<file path="src/rtl/p2s_pkg.sv">
package p2s_pkg;
  // Action the stage chain takes at the next rising edge.
  typedef enum logic [1:0] {
    ACT_KEEP  = 2'd0,
    ACT_LOAD  = 2'd1,
    ACT_SHIFT = 2'd2
  } act_e;
endpackage

</file>
<file path="src/rtl/p2s_mode_decode.sv">
module p2s_mode_decode
  import p2s_pkg::*;
(
  input  logic hold_en,
  input  logic shift_sel,
  output act_e act,
  output logic do_load,
  output logic do_shift
);
  // Freeze wins over everything; otherwise the select picks load or shift.
  always_comb begin
    if (hold_en)        act = ACT_KEEP;
    else if (shift_sel) act = ACT_SHIFT;
    else                act = ACT_LOAD;
  end

  assign do_load  = (act == ACT_LOAD);
  assign do_shift = (act == ACT_SHIFT);
endmodule

</file>
<file path="src/rtl/p2s_stage_chain.sv">
module p2s_stage_chain
  import p2s_pkg::*;
#(
  parameter int STAGES = 8
) (
  input  logic              clk,
  input  logic              clr_n,
  input  act_e              act,
  input  logic              do_load,
  input  logic              do_shift,
  input  logic              ser_in,
  input  logic [STAGES-1:0] par_in,
  output logic [STAGES-1:0] q
);
  localparam int LAST = STAGES - 1;

  // Next content of the chain for a given action.
  function automatic logic [STAGES-1:0] advance(
    input act_e              a,
    input logic [STAGES-1:0] cur,
    input logic [STAGES-1:0] par,
    input logic              sin
  );
    logic [STAGES-1:0] nxt;
    case (a)
      ACT_LOAD:  nxt = par;
      ACT_SHIFT: nxt = {cur[LAST-1:0], sin};
      default:   nxt = cur;
    endcase
    return nxt;
  endfunction

  logic [STAGES-1:0] q_next;
  assign q_next = advance(act, q, par_in, ser_in);

  for (genvar k = 0; k < STAGES; k++) begin : g_stage
    always_ff @(posedge clk or negedge clr_n) begin
      if (!clr_n) q[k] <= 1'b0;
      else        q[k] <= q_next[k];
    end
  end

  // Clear empties the chain, checked away from the active edge.
  p_clear_empty_r1: assert property (@(negedge clk) !clr_n |-> (q == '0));

  // A frozen edge changes nothing.
  p_freeze_r2: assert property (@(posedge clk) disable iff (!clr_n)
    (!do_load && !do_shift) |=> $stable(q));

  // A load edge copies the parallel word.
  p_load_map_r3: assert property (@(posedge clk) disable iff (!clr_n)
    do_load |=> (q == $past(par_in)));

  // A shift edge moves each stage up one place and takes the serial bit.
  p_shift_step_r4: assert property (@(posedge clk) disable iff (!clr_n)
    do_shift |=> (q[0] == $past(ser_in)) && (q[LAST:1] == $past(q[LAST-1:0])));

  // The chain is still empty at the edge that first sees clear released.
  p_release_empty_r7: assert property (@(posedge clk) disable iff (!clr_n)
    $rose(clr_n) |-> (q == '0));

  // Load and shift never both fire.
  p_one_action_r10: assert property (@(posedge clk) disable iff (!clr_n)
    !(do_load && do_shift));
endmodule

</file>
<file path="src/rtl/gated_p2s_shifter.sv">
module gated_p2s_shifter
  import p2s_pkg::*;
#(
  parameter int STAGES = 8
) (
  input  logic              clk,
  input  logic              clr_n,
  input  logic              hold_en,
  input  logic              shift_sel,
  input  logic              ser_in,
  input  logic [STAGES-1:0] par_in,
  output logic              ser_out
);
  localparam int LAST = STAGES - 1;

  act_e              act;
  logic              do_load;
  logic              do_shift;
  logic [STAGES-1:0] q;

  p2s_mode_decode u_decode (
    .hold_en   (hold_en),
    .shift_sel (shift_sel),
    .act       (act),
    .do_load   (do_load),
    .do_shift  (do_shift)
  );

  p2s_stage_chain #(.STAGES(STAGES)) u_chain (
    .clk      (clk),
    .clr_n    (clr_n),
    .act      (act),
    .do_load  (do_load),
    .do_shift (do_shift),
    .ser_in   (ser_in),
    .par_in   (par_in),
    .q        (q)
  );

  assign ser_out = q[LAST];

  // After a load, the serial output shows the last parallel bit.
  p_out_after_load_r5: assert property (@(posedge clk) disable iff (!clr_n)
    do_load |=> (ser_out == $past(par_in[LAST])));

  // After a freeze edge, the serial output holds.
  p_out_frozen_r2: assert property (@(posedge clk) disable iff (!clr_n)
    hold_en |=> $stable(ser_out));
endmodule

</file>
<file path="config.mk">
export PLATFORM = sky130hd
export DESIGN_NAME = gated_p2s_shifter
export DESIGN_NICKNAME = d
export VERILOG_FILES = /design/src/rtl/p2s_pkg.sv /design/src/rtl/p2s_mode_decode.sv /design/src/rtl/p2s_stage_chain.sv /design/src/rtl/gated_p2s_shifter.sv
export SDC_FILE = /design/constraint.sdc
export NUM_CORES = 1
export LEC_CHECK = 0
export BUFFER_PORTS_ARGS = -buffer_cell sky130_fd_sc_hd__buf_2
export CORE_AREA = 2 2 39 41
export DETAILED_ROUTE_END_ITERATION = 7
export DIE_AREA = 0 0 41 43
export PLACE_DENSITY = 0.51
export RECOVER_POWER = 25
export SYNTH_ARGS = -nofsm -noshare
export SYNTH_HDL_FRONTEND = slang
export SYNTH_SLANG_ARGS = --single-unit
</file>
<file path="constraint.sdc">
create_clock -name clk -period 0.8 [get_ports clk]
set_input_delay 0.04 -clock clk [delete_from_list [all_inputs] [get_ports clk]]
set_output_delay 0.04 -clock clk [all_outputs]
set_load 0.1 [all_outputs]
</file>
# Word-level counts from Yosys, hierarchy flattened
# Cells that the tools add are included.
# classes
n_eq_ne	2
mux	3
reduce_logical	1
# op_table
op	n
8-bit case mux with 2 select lines	1
2-bit two-way mux	2
2-bit by 1-bit == test with 1-bit output (second input constant)	1
2-bit == test (second input constant)	1
2-bit nonzero test	1
# word_totals
output_inout_bits	1
ff_bits	8
elab_cells	14
input_bits	13

# Longest topological paths before layout
# Gate-level depths: netlist of run 1.
# logic_depth
depth_word	4
ltp_mapped	3
ltp_nobuf	2

# Modules after synthesis
# A second synthesis of run 1 with hierarchy kept.
# hier_totals
cells_unflattened	40
area_unflattened_um2	421.7
# modules_own_cells
mod	cells_per_inst	area_per_inst_um2	seq_area_each_um2	n_inst
p2s_stage_chain	36	389.1	200.2	1
p2s_mode_decode	4	32.5	0.0	1

# Least setup slack after synthesis of run 1
# No wires, ideal clock.
# synth_path
kind	reg-to-reg
startpoint	register u_chain.q[7] (netlist name)
endpoint	register u_chain.q[7]
t_arrival_ns	1.088
required_ns	0.724
stages_incl_launch_ff	3
slack_ns	-0.364
cell_sequence	dfrtp_1 nand2_1 o21ai_1
# synth_rtl
item	line	text
end signal: indexed assignment	p2s_stage_chain.sv:39	else q[k] <= q_next[k];
end: declaration	p2s_stage_chain.sv:13	output logic [STAGES-1:0] q

# Worst setup path after layout of run 1
# layout_path
startpoint	register u_chain.q[7]
endpoint	output port ser_out
# layout_rtl
item	line	text
end: declaration	gated_p2s_shifter.sv:12	output logic ser_out
# No word-level cell between the ends.

==> flow_summary.ini, run 1 <==
[global_routing]
grt_pass1_wl_um = 1090
grt-ovfl-total = 0
antenna_found_initial = 0
grt_max_degree = 17
track_usage_pct = 9.82
grt_pass1_vias = 267

[route]
drtAntennaViolNets = 0
wire_per_inst_um = 10.4
route.met3.wl_um = 63
drc_errors = 0
routed_wl_um = 684
top_layer = met3
drtPass1Iterations = 2
drtIter0Drc = 3
wirelength_met1_um = 320
vias = 284
avgViaCountPerCell = 4.30
route.met2.wl_um = 300

[worst_hold_path]
worstHoldStart = par_in[4]
holdCritPathClass = in2reg
hold_depth = 3

[final_layout]
fillers = 145
largest_reg_flops = 8
reg_top3 = u_chain.q (8)
fin_area_sq_um = 489
final_common_cell = buf_2
multiInputGateArea_sq_um = 150
drive_gt1_share_pct = 32.0
synthToLayoutAreaGrowth_pct = 31.2
nets = 64
most-common-layout-cells = 11 x buf_2, 8 x mux2i_1, 8 x nand2_1, 8 x o21ai_1, 7 x dfrtp_1
finalNonFillerCells = 66
regArea_sq_um = 204
antenna_cells = 0
top_register = u_chain.q

[clock_tree]
cts_sinks = 8
cts.repair.resized = 0
clk_pin_slew_ns = 0.06
clock-root-buffer = clkbuf_4
numCtsBuffers = 3
clock_latency_ns = 0.26
htreeDepth = 1
post_cts_buffers = 0
cts_tree = built
clock_path_buffers = 2

[worst_setup_path]
r2r_start = u_chain.q[7]$_DFFE_PN0P_
worst_ep_required_time_ns = 0.76
path_buf_inv = 1
slowest_stage = dfrtp_4
crit_fanout = 2
end_kind = output port
crit_chain = buf_12
crit_path_start_kind = register
cp_data_arrival_time_ns = 0.92
critPathLaunch = u_chain.q[7]$_DFFE_PN0P_
worst-path-stages = 1
crit_family = flip-flops
crit_type = reg2out
critPathMaxStageDelay_ns = 0.49
ff2ff_path_depth = 2

[yosys]
syn-mean-instance-area_sq_um = 11.0
syn_area_sq_um = 373
post-synth-top-area-fraction_pct = 53.7
synthTopCellsByArea = dfrtp_1 54%, mux2i_1 21%, o21ai_1 11%, nand2_1 8.1%, buf_6 6.0%
synthesis.nets = 47
yosysTopAreaCell = dfrtp_1
ys_types = 5
syn_inst = 34
ys_seq_area_share_pct = 53.7
ys_warn_count = 0
synth.ff_latch_count = 8

[timing]
fin_ws_ns = -0.158
setup_violations = 1
rsz0062_at_grt = true
max_freq_mhz = 1040
fin_crit_sh_pct = 120
min_period_ns = 0.958
finalHoldViolCount = 0
setup-tns-final_ns = -0.158
tightest_slew_ns = 0.446
fin_skew_ns = 0.00511
slew_headroom_pct = 70.2
slew_violations = 0

[die]
ios = 14
die_x_um = 41
fp.dieH_um = 43
coreArea_sq_um = 1380
die_area_sq_um = 1760
rows = 14
initial_core_util_pct = 26.9

[placed_design]
place.gp.congestion = 0.580
dpl.cell_count = 61
placed_cell_area_sq_um = 454
dpl_worst_slack_ns = 0.0759
portBuffers = 13

[run]
drv_cap = 0

[power_and_ir_drop]
power_density_nw_per_um2 = 2120
p_leak_nw = 0.242
ir_drop_mv = 0.751

[outcome]
violations = setup timing
status = complete, but fails checks
[path summary, 6_finish.rpt]
check | endpoint | slack, ns
worst max-delay path | ser_out | -0.16
worst min-delay path | u_chain.q[4]$_DFFE_PN0P_ | 0.05
worst max register to register | u_chain.q[7]$_DFFE_PN0P_ | 0.07
worst min register to register | u_chain.q[2]$_DFFE_PN0P_ | 0.49
max in group asynchronous | u_chain.q[7]$_DFFE_PN0P_ | 0.23
min in group asynchronous | u_chain.q[5]$_DFFE_PN0P_ | 0.23
[cell type report]
cell class / count / share of cell area, %
multi-input cells: 24 / 30.7
repair buffers: 14 / 18.2
flip-flops and latches: 8 / 41.7
well taps: 16 / 4.09
clock buffers: 4 / 5.37
[layer usage]
layer / GRT usage, % / up-vias
li1: - / 149
met1: 12.5 / 121
met2: 11.9 / 14
met3: 7.85 / 0
met4: 4.00 / 0
met5: 0 / -
[logic make-up after synthesis]
logic type,Yosys count,share of synthesized area (%)
and+or+nand+nor,8,8.05
DFF,8,53.7
muxes,8,21.5
AOI/OAI and AO/OA,8,10.7
buffers and inverters,2,6.04
[through the flow]
step                      total power, mW  hold WS (ns)  utilization [%]
after global placement              0.703        -0.102             32.8
final                                1.04        0.0547             35.4
after CTS                            1.06        0.0485             35.4
after global routing                 1.11        0.0511             35.4
after detailed placement            0.706        -0.100             32.8
after floorplan                     0.625        -0.256                -
[synthesized netlist by cell type]
cell,count
mux2i_1,8
dfrtp_1,8
buf_6,2
o21ai_1,8
nand2_1,8
[where the power goes]
part | internal, mW | switching, mW
Clock | 0.192 | 0.150
Combinational | 0.0917 | 0.115
Sequential | 0.460 | 0.0303
[timing repair]
item / 4_1_cts / 5_1_grt
hold buffers: 1 / 0
endpoints found under the setup margin: 1 / 1
endpoints found under the hold margin: 8 / 0
cloned: 0 / 0
(Power assumes the default switching activity.)
==> run 2, diff against run 1 <==
--- a/config.mk
+++ b/config.mk
@@ -9,6 +9,7 @@
 export CORE_AREA = 2 2 39 41
 export DETAILED_ROUTE_END_ITERATION = 7
 export DIE_AREA = 0 0 41 43
+export GPL_ROUTABILITY_DRIVEN = 0
 export PLACE_DENSITY = 0.51
 export RECOVER_POWER = 25
 export SYNTH_ARGS = -nofsm -noshare
==> constraint.sdc (replaced) <==
create_clock -name clk -period 0.8 [get_ports clk]
set_input_delay 0.08 -clock clk [delete_from_list [all_inputs] [get_ports clk]]
set_output_delay 0.08 -clock clk [all_outputs]
set_load 0.1 [all_outputs]
==> run 2 against run 1 <==
Effect of this change: the flow still finishes with violations (setup timing); clock skew is essentially flat; register-to-register slack is essentially flat; cell area is the same; flip-flop and latch count is the same; clock power is essentially flat; worst hold slack gained 0.040 ns; critical endpoint unchanged; die area is the same; core utilization is the same; cell count is the same; worst setup slack lost 0.040 ns.
==> flow_summary.ini, run 2 (synthesis gave the netlist of run 1 again) <==
[outcome]
status = complete, but fails checks
violations = setup timing

[final_layout]
final_common_cell = buf_2
synthToLayoutAreaGrowth_pct = 31.2
largest_reg_flops = 8
most-common-layout-cells = 11 x buf_2, 8 x mux2i_1, 8 x nand2_1, 8 x o21ai_1, 7 x dfrtp_1
fin_area_sq_um = 489
finalNonFillerCells = 66
fin_util_pct = 35.4
antenna_cells = 0
nets = 64
drive_gt1_share_pct = 32.0
reg_top3 = u_chain.q (8)
top_register = u_chain.q

[die]
initial_core_util_pct = 26.9
die_area_sq_um = 1760
die_x_um = 41
fp.dieH_um = 43
rows = 14
coreArea_sq_um = 1380
ios = 14

[power_and_ir_drop]
sw_frac_of_total_pct = 28.8
p_switching_uw = 300
p_seq_share_pct = 46.9
intPower_uw = 743
p_leak_nw = 0.242
total_power_mw = 1.04
ir_drop_mv = 0.804
combPwrFrac_pct = 20.0
power_density_nw_per_um2 = 2130
p_clk_share_pct = 33.1

[worst_setup_path]
crit_fanout = 2
cp_data_arrival_time_ns = 0.92
crit_family = flip-flops
end_kind = output port
crit_type = reg2out
slowest_stage = dfrtp_4
crit_chain = buf_12
critPathLaunch = u_chain.q[7]$_DFFE_PN0P_
path_buf_inv = 1
worst_ep_required_time_ns = 0.72
crit_path_start_kind = register
critPathMaxStageDelay_ns = 0.49
r2r_start = u_chain.q[5]$_DFFE_PN0P_

[timing]
fin_crit_sh_pct = 125
tightest_slew_ns = 0.459
fin_skew_ns = 0.00517
min_period_ns = 0.998
hold_slack_ns = 0.0943
setup_violations = 1
fin_ws_ns = -0.198
finalHoldViolCount = 0
slew_violations = 0
rsz0062_at_grt = true
max_freq_mhz = 1000
slew_headroom_pct = 69.4

[clock_tree]
htreeDepth = 1
clock-root-buffer = clkbuf_4
clock_latency_ns = 0.26
clk_pin_slew_ns = 0.06
cts.repair.resized = 0
numCtsBuffers = 3
clock_path_buffers = 2
cts_tree = built
cts_sinks = 8

[global_routing]
antenna_found_initial = 0
grt_pass1_vias = 286
grt_max_degree = 17
grt-ovfl-total = 0
track_usage_pct = 11.4
grt_pass1_wl_um = 1230

[placed_design]
placed_cell_area_sq_um = 454
dpl.cell_count = 61
portBuffers = 13

[route]
drtPass1Iterations = 4
vias = 291
drtAntennaViolNets = 0
routed_wl_um = 722
drc_errors = 0
wire_per_inst_um = 10.9
avgViaCountPerCell = 4.41
drtIter0Drc = 4

[worst_hold_path]
holdCritPathClass = in2reg
worstHoldStart = par_in[2]

[run]
drv_cap = 0
## run 2: cell counts in the layout (fill, tap and decap cells not counted)
Identical to the previous run, type by type.
## run 2: final timing paths
| check | end | slack (ns) | depth (start not counted) |
|---|---|---|---|
| setup / recovery | ser_out | -0.20 | 1 |
| setup reg to reg | u_chain.q[6]$_DFFE_PN0P_ | 0.07 | 2 |
| min in group asynchronous | u_chain.q[7]$_DFFE_PN0P_ | 0.27 | 2 |
| hold reg to reg | u_chain.q[3]$_DFFE_PN0P_ | 0.48 | 2 |
| max in group asynchronous | u_chain.q[7]$_DFFE_PN0P_ | 0.18 | 2 |
| hold / removal | u_chain.q[2]$_DFFE_PN0P_ | 0.09 | 3 |
## run 2: per-stage QoR
stage	setup WS [ns]	TNS, ns
4_1_cts	-0.212	-0.212
2_1_floorplan	-0.0636	-0.0636
3_3_place_gp	0.0554	0
6_report	-0.198	-0.198
5_1_grt	-0.229	-0.229
3_5_place_dp	0.0518	0
## run 2: routing by layer
layer	share of wire (%)	GRT usage (%)	up-vias
li1	-	-	150
met1	48	15.1	129
met2	43	13.1	12
met3	8.7	6.81	0
met4	0	8.00	0
met5	0	0	-
## run 2: power groups by stage
stage                     logic [mW]  clock network, mW  registers (mW)
after CTS                      0.213              0.364           0.490
after global placement         0.206                  0           0.497
after detailed placement       0.209                  0           0.499
final                          0.209              0.345           0.489
after floorplan               0.0888                  0           0.537
after global routing           0.231              0.388           0.496
## run 2: layout make-up
type,instances,area (sq um)
multi-input cells,24,150
well taps,16,20.0
fillers,145,895
flip-flops and latches,8,204
repair buffers,14,88.8
clock buffers,4,26.3
## run 2: repair_timing
item                       4_1_cts  5_1_grt
setup endpoints to repair        1        1
hold endpoints to repair         8        0
buffers inserted                 0        0
hold buffers                     1        0
pin swaps                        0        0
